File: src/rtl/pmem_pkg.sv
package pmem_pkg;

    typedef enum logic [2:0] {
        S_IDLE,
        S_RD,
        S_WSETUP,
        S_WPULSE,
        S_WHOLD,
        S_PWAIT,
        S_PACC
    } st_e;

    typedef struct packed {
        logic ce_n;
        logic oe_n;
        logic we_n;
        logic dq_oe;
    } strobe_t;

    // Bus strobe pattern held while in a given state.
    function automatic strobe_t strobes_of(st_e s);
        strobe_t r;
        case (s)
            S_RD:     r = '{ce_n: 1'b0, oe_n: 1'b0, we_n: 1'b1, dq_oe: 1'b0};
            S_WSETUP: r = '{ce_n: 1'b0, oe_n: 1'b1, we_n: 1'b1, dq_oe: 1'b1};
            S_WPULSE: r = '{ce_n: 1'b0, oe_n: 1'b1, we_n: 1'b0, dq_oe: 1'b1};
            S_WHOLD:  r = '{ce_n: 1'b0, oe_n: 1'b1, we_n: 1'b1, dq_oe: 1'b1};
            S_PACC:   r = '{ce_n: 1'b0, oe_n: 1'b0, we_n: 1'b1, dq_oe: 1'b0};
            default:  r = '{ce_n: 1'b1, oe_n: 1'b1, we_n: 1'b1, dq_oe: 1'b0};
        endcase
        return r;
    endfunction

    function automatic int max2(int a, int b);
        return (a > b) ? a : b;
    endfunction

endpackage

File: src/rtl/pmem_down_timer.sv
module pmem_down_timer #(
    parameter int W = 8
) (
    input  logic         clk,
    input  logic         rst_n,
    input  logic         load,
    input  logic [W-1:0] value,
    output logic         expired
);
    logic [W-1:0] cnt_q;

    always_ff @(posedge clk or negedge rst_n) begin
        if (!rst_n) begin
            cnt_q <= '0;
        end else if (load) begin
            cnt_q <= value;
        end else if (cnt_q != '0) begin
            cnt_q <= cnt_q - W'(1);
        end
    end

    assign expired = (cnt_q == '0);
endmodule

File: src/rtl/pmem_page_check.sv
module pmem_page_check #(
    parameter int PAGE_BYTES = 64,
    localparam int OFF_W = $clog2(PAGE_BYTES),
    localparam int LEN_W = OFF_W + 1
) (
    input  logic [OFF_W-1:0] offset,
    input  logic [LEN_W-1:0] len,
    output logic             ok
);
    localparam logic [LEN_W:0] LIMIT = (LEN_W+1)'(PAGE_BYTES);

    logic [LEN_W:0] span;

    always_comb begin
        span = {2'b00, offset} + {1'b0, len};
        ok   = (len != '0) && ({1'b0, len} <= LIMIT) && (span <= LIMIT);
    end
endmodule

File: src/rtl/pmem_page_ctrl.sv
module pmem_page_ctrl
    import pmem_pkg::*;
#(
    parameter int ADDR_W       = 15,
    parameter int DATA_W       = 8,
    parameter int PAGE_BYTES   = 64,
    parameter int T_SETUP      = 2,
    parameter int T_PULSE      = 3,
    parameter int T_HOLD       = 2,
    parameter int T_ACC        = 3,
    parameter int LOAD_WIN     = 20,
    parameter int POLL_GAP     = 4,
    parameter int POLL_TIMEOUT = 500000,
    localparam int OFF_W = $clog2(PAGE_BYTES),
    localparam int LEN_W = OFF_W + 1
) (
    input  logic              clk,
    input  logic              rst_n,
    input  logic              req_valid,
    input  logic              req_write,
    input  logic [ADDR_W-1:0] req_addr,
    input  logic [LEN_W-1:0]  req_len,
    output logic [OFF_W-1:0]  wr_idx,
    input  logic [DATA_W-1:0] wr_data,
    output logic [DATA_W-1:0] rd_data,
    output logic              busy,
    output logic              rsp_done,
    output logic              rsp_timeout,
    output logic              rsp_reject,
    output logic [ADDR_W-1:0] mem_addr,
    output logic [DATA_W-1:0] mem_dq_out,
    output logic              mem_dq_oe,
    input  logic [DATA_W-1:0] mem_dq_in,
    output logic              mem_ce_n,
    output logic              mem_oe_n,
    output logic              mem_we_n
);
    localparam int PH_MAX = max2(max2(max2(T_SETUP, T_PULSE), max2(T_HOLD, T_ACC)),
                                 max2(LOAD_WIN, POLL_GAP));
    localparam int PH_W   = $clog2(PH_MAX + 1);
    localparam int TMO_W  = $clog2(POLL_TIMEOUT + 1);
    localparam int MSB    = DATA_W - 1;

    typedef struct packed {
        st_e               st;
        logic [ADDR_W-1:0] addr;
        logic [OFF_W-1:0]  idx;
        logic [OFF_W-1:0]  last_idx;
        logic [DATA_W-1:0] dq_out;
        logic [DATA_W-1:0] rd_data;
        logic              last_b7;
        logic              ce_n;
        logic              oe_n;
        logic              we_n;
        logic              dq_oe;
        logic              busy;
        logic              done;
        logic              tmo;
        logic              rej;
    } regs_t;

    regs_t r_q, r_d;

    logic             ph_load, ph_exp;
    logic [PH_W-1:0]  ph_val;
    logic             tm_load, tm_exp;
    logic [TMO_W-1:0] tm_val;
    logic             page_ok;
    strobe_t          strb;

    pmem_down_timer #(.W(PH_W)) u_phase (
        .clk     (clk),
        .rst_n   (rst_n),
        .load    (ph_load),
        .value   (ph_val),
        .expired (ph_exp)
    );

    pmem_down_timer #(.W(TMO_W)) u_tmo (
        .clk     (clk),
        .rst_n   (rst_n),
        .load    (tm_load),
        .value   (tm_val),
        .expired (tm_exp)
    );

    pmem_page_check #(.PAGE_BYTES(PAGE_BYTES)) u_page (
        .offset (req_addr[OFF_W-1:0]),
        .len    (req_len),
        .ok     (page_ok)
    );

    always_comb begin
        r_d     = r_q;
        r_d.done = 1'b0;
        r_d.tmo  = 1'b0;
        r_d.rej  = 1'b0;
        ph_load = 1'b0;
        ph_val  = '0;
        tm_load = 1'b0;
        tm_val  = TMO_W'(POLL_TIMEOUT - 1);

        case (r_q.st)
            S_IDLE: begin
                if (req_valid) begin
                    if (req_write) begin
                        if (page_ok) begin
                            r_d.addr     = req_addr;
                            r_d.idx      = '0;
                            r_d.last_idx = OFF_W'(req_len - LEN_W'(1));
                            r_d.st       = S_WSETUP;
                            ph_load      = 1'b1;
                            ph_val       = PH_W'(T_SETUP - 1);
                        end else begin
                            r_d.rej = 1'b1;
                        end
                    end else begin
                        r_d.addr = req_addr;
                        r_d.st   = S_RD;
                        ph_load  = 1'b1;
                        ph_val   = PH_W'(T_ACC - 1);
                    end
                end
            end
            S_RD: begin
                if (ph_exp) begin
                    r_d.rd_data = mem_dq_in;
                    r_d.done    = 1'b1;
                    r_d.st      = S_IDLE;
                end
            end
            S_WSETUP: begin
                r_d.dq_out = wr_data;
                if (ph_exp) begin
                    r_d.st  = S_WPULSE;
                    ph_load = 1'b1;
                    ph_val  = PH_W'(T_PULSE - 1);
                end
            end
            S_WPULSE: begin
                if (ph_exp) begin
                    r_d.st  = S_WHOLD;
                    ph_load = 1'b1;
                    ph_val  = PH_W'(T_HOLD - 1);
                end
            end
            S_WHOLD: begin
                if (ph_exp) begin
                    if (r_q.idx == r_q.last_idx) begin
                        r_d.last_b7 = r_q.dq_out[MSB];
                        r_d.st      = S_PWAIT;
                        ph_load     = 1'b1;
                        ph_val      = PH_W'(LOAD_WIN - 1);
                        tm_load     = 1'b1;
                    end else begin
                        r_d.idx  = r_q.idx + OFF_W'(1);
                        r_d.addr = r_q.addr + ADDR_W'(1);
                        r_d.st   = S_WSETUP;
                        ph_load  = 1'b1;
                        ph_val   = PH_W'(T_SETUP - 1);
                    end
                end
            end
            S_PWAIT: begin
                if (ph_exp) begin
                    r_d.st  = S_PACC;
                    ph_load = 1'b1;
                    ph_val  = PH_W'(T_ACC - 1);
                end
            end
            S_PACC: begin
                if (ph_exp) begin
                    if (mem_dq_in[MSB] == r_q.last_b7) begin
                        r_d.done = 1'b1;
                        r_d.st   = S_IDLE;
                    end else if (tm_exp) begin
                        r_d.done = 1'b1;
                        r_d.tmo  = 1'b1;
                        r_d.st   = S_IDLE;
                    end else begin
                        r_d.st  = S_PWAIT;
                        ph_load = 1'b1;
                        ph_val  = PH_W'(POLL_GAP - 1);
                    end
                end
            end
            default: r_d.st = S_IDLE;
        endcase

        strb      = strobes_of(r_d.st);
        r_d.ce_n  = strb.ce_n;
        r_d.oe_n  = strb.oe_n;
        r_d.we_n  = strb.we_n;
        r_d.dq_oe = strb.dq_oe;
        r_d.busy  = (r_d.st != S_IDLE);
    end

    always_ff @(posedge clk or negedge rst_n) begin
        if (!rst_n) begin
            r_q          <= '0;
            r_q.st       <= S_IDLE;
            r_q.ce_n     <= 1'b1;
            r_q.oe_n     <= 1'b1;
            r_q.we_n     <= 1'b1;
        end else begin
            r_q <= r_d;
        end
    end

    assign wr_idx      = r_q.idx;
    assign rd_data     = r_q.rd_data;
    assign busy        = r_q.busy;
    assign rsp_done    = r_q.done;
    assign rsp_timeout = r_q.tmo;
    assign rsp_reject  = r_q.rej;
    assign mem_addr    = r_q.addr;
    assign mem_dq_out  = r_q.dq_out;
    assign mem_dq_oe   = r_q.dq_oe;
    assign mem_ce_n    = r_q.ce_n;
    assign mem_oe_n    = r_q.oe_n;
    assign mem_we_n    = r_q.we_n;
endmodule

File: config.mk
export PLATFORM = sky130hd
export DESIGN_NAME = pmem_page_ctrl
export DESIGN_NICKNAME = d
export VERILOG_FILES = /design/src/rtl/pmem_pkg.sv /design/src/rtl/pmem_down_timer.sv /design/src/rtl/pmem_page_check.sv /design/src/rtl/pmem_page_ctrl.sv
export SDC_FILE = /design/constraint.sdc
export NUM_CORES = 1
export LEC_CHECK = 0
export ABC_AREA = 1
export ABC_CLOCK_PERIOD_IN_PS = 4900
export BUFFER_PORTS_ARGS = -buffer_cell sky130_fd_sc_hd__buf_2
export CAP_MARGIN = 25
export CORE_ASPECT_RATIO = 1.75
export CORE_MARGIN = 10
export CORE_UTILIZATION = 35
export DETAILED_ROUTE_END_ITERATION = 12
export HOLD_SLACK_MARGIN = 0.15
export PLACE_DENSITY = 0.66
export SLEW_MARGIN = 25
export SYNTH_ARGS = -nofsm -noshare
export SYNTH_HDL_FRONTEND = slang
export SYNTH_SLANG_ARGS = --single-unit
File: constraint.sdc
create_clock -name clk -period 4.9 [get_ports clk]
set_input_delay 0.245 -clock clk [delete_from_list [all_inputs] [get_ports clk]]
set_output_delay 0.245 -clock clk [all_outputs]
set_load 0.05 [all_outputs]
==> results_dict.tcl, run 1 <==
set metrics [dict create \
    row_count 57 \
    dp_hpwl_um 9140 \
    drc_errors 0 \
    seq_area_frac_synth_pct 40.3 \
    p_leak_nw 3.03 \
    grt_pass1_wl_um 20900 \
    via_count 4287 \
    worstPathArrival_ps 3190 \
    die_x_um 110 \
    drt-total-wl_um 12100 \
    tns_ps 0 \
    drv_slew 0 \
    area_growth_pct 16.3 \
    yosys_warnings 0 \
    layout.nets 779 \
    path_max_fanout 20 \
    dpl_cell_area_mm2 0.00520 \
    diodes 0 \
    ff2ff_path_depth 10 \
    maxCapViolations 0 \
    wire_per_inst_um 13.3 \
    clkTransAtPathRegs_ps 60 \
    grt_use_total_pct 13.2 \
    end_kind "flip-flop" \
    clk_path_buf_depth 2 \
    die_height_um 177 \
    syn_inst 658 \
    grt_pass1_vias 4407 \
    cts.sinks 79 \
    finalHoldViolations 0 \
    cp-start-kind "primary input" \
    die_area_mm2 0.0194 \
    worstMarginPinSlew_ps 942 \
    cts_tree "done" \
    finalCritPeriodShare_pct 60.7 \
    max_freq_mhz 336 \
    critPathKind "in2reg" \
    via_per_inst 4.73 \
    synth-edff-count 0 \
    ant_nets 0 \
    rsz0062_at_grt "no" \
    ioPinCount 87 \
    relSlewSlack_pct 36.9 \
    grt_max_degree 80 \
    gp_congestion 0.823 \
    overflow 0 \
    finalSetupViolCount 0 \
    syn-mean-instance-area_um2 7.47 \
    pre_cts_ws_ps 2110 \
    cts.repair.resized 0 \
    ys_ff_latch 79 \
    design_area_mm2 0.00572 \
    cts_made_buffers 9 \
    cts-root-buf "clkbuf_16" \
    irDropWorstVdd_mv 0.229 \
    synthFlopType "dfrtp_1" \
    grt_antenna_before_repair 0 \
    syn-cell-area_mm2 0.00492 \
    ys_types 43 \
    nFillCells 1460 \
    syn_nets 713 \
    clock_latency_ps 340 \
    fin_ws_ps 1930 \
    skew_ps 7.76 \
    hold_depth 3 \
    ys_async_sr_fraction_pct 100 \
    hold_ws_ps 233 \
    h-tree-depth 3 \
    p_per_area_mw_per_mm2 599 \
    status "finished, final reports clean" \
    period_minus_slack_ps 2970 \
    power_mw 3.42 \
    hold_class "in2reg" \
    cp.required_ps 5120 \
    fp.coreArea_mm2 0.0138 \
    firstDrtPassIters 4 \
    post_cts.repair.setup_buffers 0 \
    drive_gt1_share_pct 18.9 \
    first_iter_violations 174 \
    start_util_pct 35.5 \
    io_buffers 86 \
]
[sequential cells by signal (all words and copies together), names as in the netlist]
signal         flops
u_tmo.cnt_q       19
mem_dq_oe          1
mem_ce_n           1
rsp_done           1
mem_oe_n           1
wr_idx             6
r_q               10
rsp_reject         1
mem_addr          15
rd_data            8
rsp_timeout        1
mem_dq_out         8
mem_we_n           1
busy               1
u_phase.cnt_q      5
[per-stage QoR]
stage	instances	util [%]
global route	906	41.3
detailed placement	872	37.6
finish	906	41.3
floorplan	658	-
CTS	906	41.3
global placement	872	37.6
[layout make-up]
type | instances | area [um^2] | area share, %
clock buffers | 12 | 256 | 4.49
clock inverters | 4 | 77.6 | 1.36
inverters | 73 | 274 | 4.79
multi-input cells | 457 | 2290 | 40.1
flip-flops and latches | 79 | 1980 | 34.6
well taps | 177 | 221 | 3.87
repair buffers | 104 | 617 | 10.8
[critical path: stages]
cell	delay (ps)
dlygate4sd3_1	550
buf_2	150
ha_1	220
fa_1	420
nand3_1	110
nand2_1	80
nand2_1	80
nand3_1	60
nand2_1	70
nand2_1	70
nand2_2	90
nand2_4	140
o21ai_2	450
inv_2	280
nand2_1	120
o21ai_1	60
[report_power, final]
| group | internal (mW) | leakage, nW | switching [mW] |
|---|---|---|---|
| clock | 0.477 | 0.163 | 0.263 |
| sequential | 0.924 | 0.969 | 0.230 |
| combinational | 0.434 | 1.90 | 1.10 |
| total | 1.84 | 3.03 | 1.59 |
[synth_stat cells (all sizes together), types with 2 or more instances]
cell	n	area share, %
o211ai	4	0.61
o21ai	40	4.2
or2	3	0.43
nand2	210	17
a21oi	22	2.3
buf	48	7.3
dfstp	3	1.6
xnor2	5	0.89
nand4	10	1.3
nor2	65	5.6
nand3b	2	0.31
nor3	8	0.81
xor2	10	1.8
nand3	51	5.9
o31ai	3	0.46
dfrtp	76	39
a31o	2	0.36
inv	73	5.6
nor4	2	0.25
ha	12	3.1
[cell usage in the layout, fill, tap and decap left out, types with 4 or more instances in the layout]
master / Yosys / final
dlygate4sd3_1: 0 / 18
nor3_1: 8 / 8
nand2_2: 7 / 7
ha_1: 12 / 12
o21ai_0: 26 / 26
inv_1: 70 / 70
clkbuf_16: 0 / 9
nand3_1: 47 / 47
nand2_1: 200 / 200
nand4_1: 10 / 10
xnor2_1: 5 / 5
dfrtp_1: 76 / 76
o211ai_1: 4 / 4
nor2_2: 9 / 9
buf_2: 5 / 85
o21ai_1: 12 / 12
a21oi_1: 21 / 21
nor2_1: 55 / 55
xor2_1: 10 / 10
[worst paths after layout]
path / slack [ps] / endpoint / start
setup / recovery: 1930 / mem_addr[5] / req_len[0]
min in group asynchronous: 520 / mem_dq_out[1] / rst_n
max in group asynchronous: 3910 / wr_idx[3] / rst_n
hold / removal: 230 / rsp_reject / req_valid
hold reg to reg: 470 / mem_dq_out[2] / mem_dq_out[2]
setup reg to reg: 2240 / mem_addr[14] / u_phase.cnt_q[0]
[cells by family (layout without fill, tap and decap cells)]
group / after synthesis / after routing / share of synthesized area (%)
buffers and inverters: 122 / 193 / 13.2
xor gates and xnor gates: 15 / 15 / 2.67
and+or+nand+nor: 352 / 352 / 31.6
DFF: 79 / 79 / 40.3
AOI/OAI and AO/OA: 77 / 77 / 8.88
adders and majority gates: 13 / 13 / 3.46
[per-layer routing]
metal / up-vias / track usage (%) / share of wire (%)
met5: - / 0 / 0
met4: 0 / 5.07 / 2.1
met3: 17 / 2.12 / 3.1
met2: 71 / 24.5 / 56
met1: 2001 / 14.3 / 39
li1: 2198 / - / -
[timing repair]
item,in CTS,in global routing
hold buffers,18,0
setup endpoints to repair,0,0
hold endpoints to repair,93,0
Power figures use the tool's default switching activity.
==> run 2, diff against run 1 <==
- ABC_AREA: 1 -> 0
- ABC_CLOCK_PERIOD_IN_PS: 4900 -> 3050
- clock period: 4.9 -> 3.05 ns (I/O delays scaled with it)
==> results_dict.tcl, run 2 <==
set metrics [dict create \
    intPower_mw 2.99 \
    ys_async_sr_fraction_pct 100 \
    layout.nets 661 \
    design_area_mm2 0.00589 \
    fp.coreArea_mm2 0.0140 \
    dp_hpwl_um 10100 \
    post_cts.repair.setup_buffers 0 \
    worstPathArrival_ps 3110 \
    dp_cells 752 \
    r2r-start "r_q[54]" \
    firstDrtPassIters 4 \
    die_x_um 110 \
    clkTransAtPathRegs_ps 60 \
    most-common-layout-cells "buf_2, dfrtp_1, o21ai_0" \
    synth_compound_area_share_pct 19.1 \
    yosys.cell_count.top_type "dfrtp_1" \
    hold_end "mem_addr[6]" \
    via_count 4210 \
    status "finished, final reports clean" \
    hold_start "req_addr[6]" \
    worstMarginPinSlew_ps 1060 \
    row_count 57 \
    p_per_area_mw_per_mm2 939 \
    clock_latency_ps 340 \
    synthFlopType "dfrtp_1" \
    ff2ff_setup_slack_ps 420 \
    cts-root-buf "clkbuf_16" \
    clk_path_buf_depth 2 \
    first_iter_violations 187 \
    final_common_cell "buf_2" \
    start_util_pct 35.8 \
    p_switching_mw 2.53 \
    cp_cell_sequence "dlygate4sd3_1 > buf_2 > ha_1 > nor2b_1 > a221oi_1 > and3_1 > o211ai_1 > o221ai_1 > a22o_1" \
    finalCritPeriodShare_pct 94.7 \
    ys_types 75 \
    crit_slowest_cell "o211ai_1" \
    yosys.area_share.simple_pct 18.7 \
    largest_register_ffs 19 \
    grt_pass1_vias 4378 \
    area_growth_pct 17.5 \
    syn_nets 586 \
    drive_gt1_share_pct 25.9 \
    hold_ws_ps 170 \
    synthTopCellsByCount "dfrtp_1, buf_4, o21ai_0" \
    ant_nets 0 \
    nFillCells 1412 \
    syn-mean-instance-area_um2 9.43 \
    cts_tree "done" \
    muxShareOfSynthArea_pct 5.10 \
    grt_pass1_wl_um 22000 \
    synthXorXnorAreaFrac_pct 4.55 \
    rr_endpoint "u_tmo.cnt_q[14]" \
    p_leak_nw 2.75 \
    hold_depth 4 \
    cpPeakStageDelay_ps 830 \
    synth_top_family_by_area "compound AO/OA/AOI/OAI gates" \
    syn-cell-area_mm2 0.00501 \
    max_freq_mhz 346 \
    grt_use_total_pct 13.5 \
    gp_congestion 0.895 \
    h-tree-depth 3 \
    die_area_mm2 0.0197 \
    sw_frac_of_total_pct 45.8 \
    rsz0062_at_grt "no" \
    fin_cells 788 \
    path_max_fanout 13 \
    relSlewSlack_pct 29.0 \
    synth.top_cell.area_share_pct 38.0 \
    grt_max_degree 80 \
    skew_ps 6.72 \
    finalSetupViolCount 0 \
    yosys_warnings 0 \
    diodes 0 \
    critPathKind "in2reg" \
    finalHoldViolations 0 \
    io_buffers 86 \
    synth_fa_ha_area_share_pct 3.40 \
    cts_made_buffers 9 \
    synth_area_leaders "dfrtp_1, buf_4, mux2_2" \
    cts.repair.resized 0 \
    ioPinCount 87 \
    clkPwrFrac_pct 18.5 \
    drv_slew 0 \
    synth-edff-count 0 \
    ff2ff_path_depth 7 \
    cp-start-kind "primary input" \
    dpl_cell_area_mm2 0.00540 \
    irDropWorstVdd_mv 0.473 \
    comb_power_share_pct 48.3 \
    period_minus_slack_ps 2890 \
    syn_inst 531 \
    grt_antenna_before_repair 0 \
    drc_errors 0 \
    hold_class "in2reg" \
    wire_per_inst_um 17.2 \
    regMostFlops "u_tmo.cnt_q" \
    end_kind "flip-flop" \
    via_per_inst 5.34 \
    die_height_um 178 \
    drt-total-wl_um 13600 \
    seq_area_frac_synth_pct 39.5 \
    hold_buffers 20 \
    yosys.area.top_type "dfrtp_1" \
    maxCapViolations 0 \
    overflow 0 \
    pwr-share-seq_pct 33.2 \
    cp.required_ps 3270 \
    ys_ff_latch 79 \
    cts.sinks 79 \
]
## run 2: cell families (layout without fill, tap and decap cells)
group | after synthesis | in the layout
AOI/OAI and AO/OA | 136 | 136
adders and majority gates | 13 | 13
buffers and inverters | 85 | 165
muxes | 23 | 23
xor gates and xnor gates | 26 | 26
and+or+nand+nor | 169 | 169
DFF | 79 | 79
## run 2: metal layers
metal / track usage (%) / vias up / wire length (um)
met5: 0 / - / 0
met4: 6.15 / 0 / 326
met3: 3.13 / 22 / 548
met2: 24.7 / 116 / 7270
met1: 14.3 / 2045 / 5420
li1: - / 2027 / -
## run 2: metrics by stage
stage                     utilization (%)  TNS [ps]  setup WS (ps)  power, mW
after global routing                 42.1         0           5.49       5.89
after CTS                            42.1         0            249       5.57
after detailed placement             38.6     -96.5          -75.4       4.50
after floorplan                         -         0            522       4.04
after global placement               38.6         0            108       4.41
final                                42.1         0            162       5.52
## run 2: worst max-delay path: cells and delay by family
kind | cells | cell delay [ps]
and+or+nand+nor | 2 | 470
buffers and inverters | 2 | 670
AOI/OAI and AO/OA | 4 | 1480
adders and majority gates | 1 | 330
## run 2: worst max-delay path by stage
stage,start,end
3_3_place_gp,req_addr[0],mem_addr[6]
6_report,req_len[5],mem_addr[6]
5_1_grt,req_len[0],mem_addr[6]
2_1_floorplan,req_addr[0],mem_addr[1]
4_1_cts,req_len[5],mem_addr[6]
3_5_place_dp,req_len[0],mem_addr[6]
## run 2: area by class of cell
class                      instances  area [um^2]  area share, %
multi-input combinational        367         2540           43.2
clock inverter                     4         28.8          0.489
tap                              177          221           3.76
timing repair buffer             121          749           12.7
clock buffer                      12          256           4.36
sequential                        79         1980           33.7
inverter                          28          105           1.79
## run 2: power groups by stage
| stage | logic (mW) | clock network [mW] | registers (mW) |
|---|---|---|---|
| after global routing | 2.90 | 1.09 | 1.90 |
| final | 2.67 | 1.02 | 1.84 |
| after CTS | 2.69 | 1.05 | 1.83 |
| after floorplan | 2.20 | 0 | 1.84 |
| after detailed placement | 2.66 | 0 | 1.85 |
| after global placement | 2.59 | 0 | 1.81 |
==> run 3, diff against run 2 <==
- ABC_AREA: 0 -> 1
==> results_dict.tcl, run 3 (synthesis results as in run 1) <==
set metrics [dict create \
    via_count 4323 \
    cp.required_ps 3310 \
    firstDrtPassIters 4 \
    grt_pass1_wl_um 20200 \
    cp.buffers_inverters 3 \
    final_common_cell "nand2_1" \
    ff2ff_path_depth 12 \
    hold_class "in2reg" \
    drt-total-wl_um 12200 \
    end_kind "flip-flop" \
    area_growth_pct 17.8 \
    die_x_um 110 \
    drc_errors 0 \
    critPathKind "in2reg" \
    finalCritPeriodShare_pct 87.2 \
    crit_slowest_cell "dlygate4sd3_1" \
    ff2ff_setup_slack_ps 1020 \
    skew_ps 6.66 \
    grt_antenna_before_repair 1 \
    max_freq_mhz 376 \
    largest_register_ffs 19 \
    cts-root-buf "clkbuf_16" \
    drv_slew 0 \
    worstPathArrival_ps 2920 \
    maxCapViolations 0 \
    cts.sinks 79 \
    crit_start "req_len[0]" \
    layout.nets 786 \
    cp_num_cells 16 \
    die_area_mm2 0.0194 \
    cpLargestDelayFamily "simple AND/OR/NAND/NOR gates" \
    most-common-layout-cells "nand2_1, buf_2, dfrtp_1" \
    dp_cells 876 \
    overflow 0 \
    path_max_fanout 20 \
    cp-start-kind "primary input" \
    fp.coreArea_mm2 0.0138 \
    regMostFlops "u_tmo.cnt_q" \
    power_mw 5.51 \
    h-tree-depth 3 \
    ioPinCount 87 \
    dp_hpwl_um 9320 \
    r2r-start "u_phase.cnt_q[1]" \
    die_height_um 177 \
    cpPeakStageDelay_ps 540 \
    grt_pass1_vias 4265 \
    io_buffers 86 \
    clock_latency_ps 330 \
    rsz0062_at_grt "no" \
    finalHoldViolations 0 \
    rr_endpoint "mem_dq_oe" \
    cts_tree "done" \
    wl_met1_um 4750 \
    relSlewSlack_pct 52.3 \
    final_util_pct 41.9 \
    period_minus_slack_ps 2660 \
    cp_cell_sequence "dlygate4sd3_1 > buf_2 > ha_1 > fa_1 > or2_1 > nor2_1 > nand3_1 > nor2_1 > nand2_1 > nand2_1 > nand2_2 > nand2_4 > o21ai_4 > inv_4 > nand2_1 > o21ai_1" \
    finalSetupViolCount 0 \
    ant_nets 0 \
    first_iter_violations 208 \
    top_layer_used "met4" \
    p_per_area_mw_per_mm2 951 \
    clkTransAtPathRegs_ps 60 \
    fin_cells 915 \
    grt_max_degree 80 \
    start_util_pct 35.5 \
    tns_ps 0 \
    cts_made_buffers 9 \
    gp_congestion 0.879 \
    irDropWorstVdd_mv 0.381 \
    wire_per_inst_um 13.4 \
    row_count 57 \
    status "finished, final reports clean" \
    worstMarginPinSlew_ps 716 \
    route.met3.wl_um 411 \
    cp_common_cell "nand2_1" \
    clk_path_buf_depth 2 \
    drive_gt1_share_pct 19.3 \
    p_leak_nw 3.06 \
    dr_wl_met2_um 6830 \
    grt_use_total_pct 13.0 \
    cp-endpoint "mem_addr[4]" \
    via_per_inst 4.72 \
]
-- run 3: cell count changes in the layout (fill, tap and decap cells not counted), moves of 12 or more --
cell,previous run,this run
a22o_1,12,0
nand3_1,19,47
nand2_1,36,200
mux2_2,20,0
inv_1,28,70
nor2_1,33,55
o21ai_0,39,26
-- run 3: worst min-delay path, cell delays in order --
cell and delay (ps):
buf_2 80, nand3_1 60, nand2_1 50, nand2_1 50, o21ai_1 60
-- run 3: what timing repair did --
item                                   4_1_cts  5_1_grt
endpoints found under the hold margin       96        0
setup endpoints to repair                    0       15
resized for setup                            0        3
setup buffers                                0        0
hold buffers                                21        0
-- run 3: routing by layer --
layer  vias up  global-route usage, %
li1       2209                      -
met2        92                   24.0
met4         0                   6.15
met1      2006                   13.6
met3        16                   2.15
met5         -                      0
-- run 3: how the worst min path moves through the flow --
stage	start	to	slack [ps]	cells past startpoint
after floorplan	rst_n	busy	-140	0
after global placement	wr_data[2]	mem_dq_out[2]	350	3
after detailed placement	wr_data[1]	mem_dq_out[1]	360	3
after CTS	req_addr[14]	mem_addr[14]	150	5
after global routing	req_addr[9]	mem_addr[9]	190	5
final	req_addr[14]	mem_addr[14]	160	5
-- run 3: metrics by stage --
stage               instance area, um^2  hold WS [ps]  setup WS, ps
floorplan                          4920          -143          1040
global placement                   5230           354           497
detailed placement                 5230           358           415
CTS                                5770           150           217
global route                       5790           192          89.7
finish                             5790           158           390
-- run 3: report_power, final --
part / total, mW / internal, mW / leakage [nW] / switching, mW
Sequential: 1.86 / 1.48 / 0.969 / 0.371
Combinational: 2.47 / 0.707 / 1.93 / 1.76
Clock: 1.18 / 0.764 / 0.159 / 0.418
-- run 3: layout make-up --
cell class / count / area [um^2]
fillers: 1449 / 8050
multi-input cells: 457 / 2300
flip-flops and latches: 79 / 1980
repair buffers: 111 / 677
inverters: 73 / 277
clock buffers: 12 / 256
well taps: 177 / 221
clock inverters: 4 / 76.3
diodes: 2 / 5.00
